<file path="config.mk">
export PLATFORM = sky130hd
export DESIGN_NAME = seg_decade_counter
export DESIGN_NICKNAME = d
export VERILOG_FILES = /design/src/rtl/seg_pkg.sv /design/src/rtl/seg_match_bank.sv /design/src/rtl/seg_next_select.sv /design/src/rtl/seg_state_reg.sv /design/src/rtl/seg_decade_counter.sv
export SDC_FILE = /design/constraint.sdc
export NUM_CORES = 1
export LEC_CHECK = 0
export CORE_AREA = 5 5 42 44
export DETAILED_ROUTE_END_ITERATION = 16
export DIE_AREA = 0 0 47 49
export GPL_TIMING_DRIVEN = 1
export MAX_ROUTING_LAYER = met4
export RECOVER_POWER = 50
export SYNTH_ARGS = -nofsm -noshare
export SYNTH_HDL_FRONTEND = slang
export SYNTH_SLANG_ARGS = --single-unit
</file>
<file path="constraint.sdc">
create_clock -name clk -period 1.7 [get_ports clk]
set_clock_uncertainty 0.15 [all_clocks]
set_input_delay 0.34 -clock clk [delete_from_list [all_inputs] [get_ports clk]]
set_output_delay 0.34 -clock clk [all_outputs]
set_load 0.01 [all_outputs]
</file>
<file path="src/rtl/seg_pkg.sv">
package seg_pkg;

    localparam int unsigned SEG_W      = 7;
    localparam int unsigned NUM_DIGITS = 10;

    typedef logic [SEG_W-1:0] seg_t;

    // Bit 6 = A ... bit 0 = G, 1 = lit.
    localparam seg_t SEG_ZERO = 7'b1111110;

    typedef struct packed {
        logic [NUM_DIGITS-1:0] hit;   // one-hot: current pattern equals digit d
        logic                  legal; // any digit matched
    } match_t;

    function automatic seg_t digit_pattern(input int unsigned d);
        case (d)
            0:       digit_pattern = 7'b1111110;
            1:       digit_pattern = 7'b0110000;
            2:       digit_pattern = 7'b1101101;
            3:       digit_pattern = 7'b1111001;
            4:       digit_pattern = 7'b0110011;
            5:       digit_pattern = 7'b1011011;
            6:       digit_pattern = 7'b1011111;
            7:       digit_pattern = 7'b1110000;
            8:       digit_pattern = 7'b1111111;
            9:       digit_pattern = 7'b1111011;
            default: digit_pattern = SEG_ZERO;
        endcase
    endfunction

endpackage

</file>
<file path="src/rtl/seg_match_bank.sv">
module seg_match_bank
    import seg_pkg::*;
(
    input  seg_t   cur,
    output match_t match
);
    logic [NUM_DIGITS-1:0] hit;

    // One comparator per digit pattern.
    for (genvar d = 0; d < NUM_DIGITS; d++) begin : g_cmp
        localparam seg_t PAT = digit_pattern(d);
        assign hit[d] = (cur == PAT);
    end

    assign match.hit   = hit;
    assign match.legal = |hit;
endmodule

</file>
<file path="src/rtl/seg_next_select.sv">
module seg_next_select
    import seg_pkg::*;
(
    input  match_t match,
    output seg_t   nxt,
    output logic   at_last
);
    always_comb begin
        nxt = SEG_ZERO;  // unmatched patterns recover to zero
        for (int unsigned d = 0; d < NUM_DIGITS; d++) begin
            if (match.hit[d])
                nxt = digit_pattern((d + 1) % NUM_DIGITS);
        end
    end

    assign at_last = match.hit[NUM_DIGITS-1];
endmodule

</file>
<file path="src/rtl/seg_state_reg.sv">
module seg_state_reg
    import seg_pkg::*;
(
    input  logic clk,
    input  logic rst,
    input  logic load,
    input  seg_t d,
    output seg_t q
);
    always_ff @(posedge clk) begin
        if (rst)
            q <= SEG_ZERO;
        else if (load)
            q <= d;
    end
endmodule

</file>
<file path="src/rtl/seg_decade_counter.sv">
module seg_decade_counter
    import seg_pkg::*;
(
    input  logic             clk,
    input  logic             rst,
    input  logic             tick_en,
    output logic [SEG_W-1:0] seg_out,
    output logic             carry_out
);
    seg_t   state;
    seg_t   nxt;
    match_t match;
    logic   at_last;

    seg_match_bank u_match (
        .cur   (state),
        .match (match)
    );

    seg_next_select u_next (
        .match   (match),
        .nxt     (nxt),
        .at_last (at_last)
    );

    seg_state_reg u_reg (
        .clk  (clk),
        .rst  (rst),
        .load (tick_en),
        .d    (nxt),
        .q    (state)
    );

    assign seg_out   = state;
    assign carry_out = tick_en & at_last;
endmodule

</file>
-- After elaboration in Yosys (flattened, before gate mapping)
Cells that the tools add are included.
- output and inout bits: 8
- register bits after elaboration: 7
- equality and inequality tests: 10
- muxes and demuxes: 10
- bitwise logic cells: 1
- operators with widths (cell ; count):
    7-bit 2-to-1 mux ; 10
    7-bit == test, second input constant ; 8
    7-bit by 6-bit == test with 1-bit output, second input constant ; 2
    1-bit AND ; 1

-- Depth between registers and ports, before layout
- depth in word-level cells: 11
- gate-level depth with buffers: 5
- mapped depth without buffers: 4

-- Cells and area by module
Synthesis repeated with hierarchy kept, for this count alone.
- cells, all modules: 76
- area total of the unflattened synthesis: 625.6 um^2
- modules (own cells, without submodules) (module ; times used ; cells each ; area an instance (um^2)):
    seg_state_reg ; 1 ; 22 ; 265.3
    seg_match_bank ; 1 ; 31 ; 197.7
    seg_next_select ; 1 ; 22 ; 156.4
    seg_decade_counter ; 1 ; 1 ; 6.3

-- Worst setup path after synthesis
OpenSTA, ideal clock, no wires.
- kind: flip-flop to flip-flop
- from: register u_reg.q[4]
- to: register u_reg.q[0]
- data required time: 1.471 ns
- buffers on the path: 1
- arrival: 1.557 ns
- library setup time: 0.079 ns
- path slack: -0.086 ns
- cell stages (with the launch flop): 6
- cells stage by stage: dfxtp_1 > buf_2 > nand4b_4 > or4b_1 > a31o_1 > a211oi_2
- word-level cells in the longest chain between the ends: 10
- elaborated cells on any way between the ends: 18
- classes of those cells: eq/ne (9); mux (9)
- RTL lines (item ; RTL line ; RTL):
    start: declaration ; seg_state_reg.sv:8 ; output seg_t q
    start signal: assignment ; seg_state_reg.sv:12 ; q <= SEG_ZERO;
    start signal: assignment ; seg_state_reg.sv:14 ; q <= d;
    7-bit by 6-bit == test with 1-bit output ; seg_match_bank.sv:12 ; assign hit[d] = (cur == PAT);
    7-bit 2-to-1 mux (8 in series) ; seg_next_select.sv:11 ; if (match.hit[d])
    7-bit 2-to-1 mux * ; seg_next_select.sv:11 ;
Every way passes the cells marked *; elsewhere a longest branch is shown, timed or not.
A chain may end at the register's enable or synchronous reset.

-- Worst setup path after layout
- from: register u_reg.q[0]
- to: register u_reg.q[0]
The elaborated chain is that of the path after synthesis.

==> flow_summary_export.csv <==
group,metric,value,unit
outcome,violations,"setup timing",
pwr,power.total,443.2,uW
routing,antenna_left,0,
floorplan,initial_core_util,34.91,%
synth,yosysMostFrequentCell,"dfxtp_1",
routing,vias,550,
pwr,p_leak,0.3240,nW
floorplan,placementRows,14,
sta,fmax,0.5796,GHz
sta,fin_ws,-0.02540,ns
clock_tree,cts_num_sinks,7,
layout,nNetsFinal,92,
sta,drv_slew,0,
grt,grt_max_degree,13,
setup_path,crit_fanout,8,
setup_path,cp-start-kind,"flop",
layout,stdcell_count,104,
synth,avgSynthCellArea,7.891,um^2
sta,hold_viol_final,0,
routing,avgViaCountPerCell,5.288,
setup_path,crit_slowest_cell,"or4_1",
sta,setup_viol,1,
setup_path,worst_setup_path_end_kind,"flop",
routing,remaining_drc_errors,0,
outcome,status,"finished, violations left",
layout,n_fill_cell,143,
routing,first_pass_iters,4,
layout,area_growth,48.59,%
routing,first_iter_violations,13,
floorplan,core,1401,um^2
synth,synth_enable_flop_cells,0,
synth,yosys_warnings,0,
setup_path,r2r_slack,-0.03,ns
layout,reg_top3,"u_reg.q (7)",
placed_design,place_congestion,0.7842,
pwr,ir_drop,393.6,uV
layout,post-route-util,51.88,%
routing,avgRoutedWirePerCell,13.23,um
setup_path,timing.critical_path.cells,"buf_4 -> nand3b_1 -> or4_1 -> a31o_1 -> a211oi_2",
clock_tree,clockBufferDepth,2,
setup_path,crit_type,"flop to flop",
floorplan,die_h,49,um
synth,ys_types,33,
synth,syn_nets,65,
layout,diodes,0,
synth,yosys-top-cells-count,"7 x dfxtp_1, 6 x a21oi_1, 5 x o21ai_0",
sta,tightest_slew,0.3273,ns
synth,synthFlopType,"dfxtp_1",
sta,max_slew_margin,77.95,%
floorplan,die_w,47,um
grt,antenna_found_initial,0,
clock_tree,hold_buffers,0,
synth,synthArstFlopShare,0,%
synth,syn_inst,62,
setup_path,required,1.72,ns
grt,grt_pass1_wl,2.380,mm
clock_tree,clk_pin_slew,0.06,ns
placed_design,port_buffers,10,
placed_design,place_inst,99,
synth,synth_area,489.2,um^2
clock_tree,cts_made_buffers,3,
synth,yosysTopAreaCell,"dfxtp_1",
grt,track_usage,14.39,%
placed_design,hpwl,1.059,mm
clock_tree,htree_levels,1,
sta,finalSetupTns,-0.02540,ns
clock_tree,cts_root_buf,"clkbuf_4",
layout,top_register,"u_reg.q",
setup_path,cp.arrival,1.74,ns
grt,grt_pass1_vias,518,
synth,ys_seq_area_share,28.64,%
floorplan,die-area,2303,um^2
floorplan,num_io_pins,11,
setup_path,crit_path_max_incr_delay,0.40,ns
clock_tree,clock_latency,0.25,ns
clock_tree,cts_tree,"done",
layout,drive_gt1_share,34.09,%
sta,post-route-period-util,101.5,%
flow_run,cap_violations,0,
hold_path,hold_class,"primary input to flop",
sta,period_minus_slack,1.725,ns
routing,wirelength,1.376,mm
pwr,powerDensity,609.7,nW/um^2
grt,grt_overflow,0,
sta,rsz0062_at_grt,"yes",
synth,synth_area_leaders,"dfxtp_1 29%, a21oi_1 6.1%, o21ai_0 5.1%, nand4b_4 4.9%, nand4_1 3.8%",
layout,largest_reg_flops,7,
synth,ys_seq_elements,7,
synth,synth.top_cell.area_share,28.64,%
cells by family (layout without fill, tap and decap cells):
kind of cell / Yosys count / in the layout / synth area share, %
AOI/OAI and AO/OA: 20 / 20 / 25.57
xor gates and xnor gates: 1 / 1 / 1.791
buffers and inverters: 7 / 33 / 7.414
DFF: 7 / 7 / 28.64
and+or+nand+nor: 27 / 27 / 36.57
cells in the final DEF, fill, tap and decap left out, drive strengths merged, types with 2 or more instances in the layout:
cell type,n
dfxtp,7
nor3b,2
a211oi,3
nor4,2
nand3,2
clkbuf,7
nand4,3
o21bai,2
dlygate4sd2,7
nand2,4
o21ai,6
a21oi,6
nor3,2
nor2,3
buf,15
stage by stage:
step	hold slack (ns)	worst slack, ns	area (um^2)
after floorplan	0.2630	-0.04601	491.7
after global placement	0.4582	-0.4513	700.7
after detailed placement	0.4701	-0.4533	700.7
after CTS	0.4867	-0.04517	742.0
after global routing	0.4383	-0.09399	726.9
final	0.3996	-0.02540	726.9
worst paths after layout:
kind,startpoint,cells after the start,to
worst min register to register,u_reg.q[2]$_SDFFE_PP1P_,3,u_reg.q[2]$_SDFFE_PP1P_
worst max-delay path,u_reg.q[0]$_SDFFE_PP0P_,5,u_reg.q[0]$_SDFFE_PP0P_
worst min-delay path,tick_en,4,u_reg.q[4]$_SDFFE_PP1P_
worst max register to register,u_reg.q[0]$_SDFFE_PP0P_,5,u_reg.q[0]$_SDFFE_PP0P_
power breakdown:
part           internal [mW]  switching [mW]
combinational         0.0495          0.0587
clock                 0.0899          0.0667
sequential             0.173         0.00517
total                  0.313           0.131
timing repair:
action	4_1_cts	5_1_grt
endpoints found under the setup margin	9	3
buffers inserted	1	1
pin swaps	2	3
resized for setup	19	2
final cells by class:
class | instances | area [um^2] | share of cell area, %
Clock buffer | 4 | 26.28 | 3.614
Inverter | 2 | 7.507 | 1.033
Multi-Input combinational cell | 48 | 324.1 | 44.58
Timing Repair Buffer | 27 | 205.2 | 28.23
Tap cell | 16 | 20.02 | 2.754
Sequential cell | 7 | 143.9 | 19.79
routing by layer:
| layer | up-vias | global-route usage (%) | wire (um) |
|---|---|---|---|
| li1 | 285 | - | - |
| met1 | 250 | 18.76 | 631 |
| met2 | 13 | 21.04 | 678 |
| met3 | 2 | 4.428 | 57 |
| met4 | 0 | 4.147 | 8 |
| met5 | - | - | 0 |
worst max-delay path, delay by kind of cell (launching register included):
kind | cells | cell delay [ns]
compound gates | 2 | 0.43
buf+inv | 1 | 0.16
flops | 1 | 0.34
simple gates | 2 | 0.56
Power figures use the tool's default switching activity.
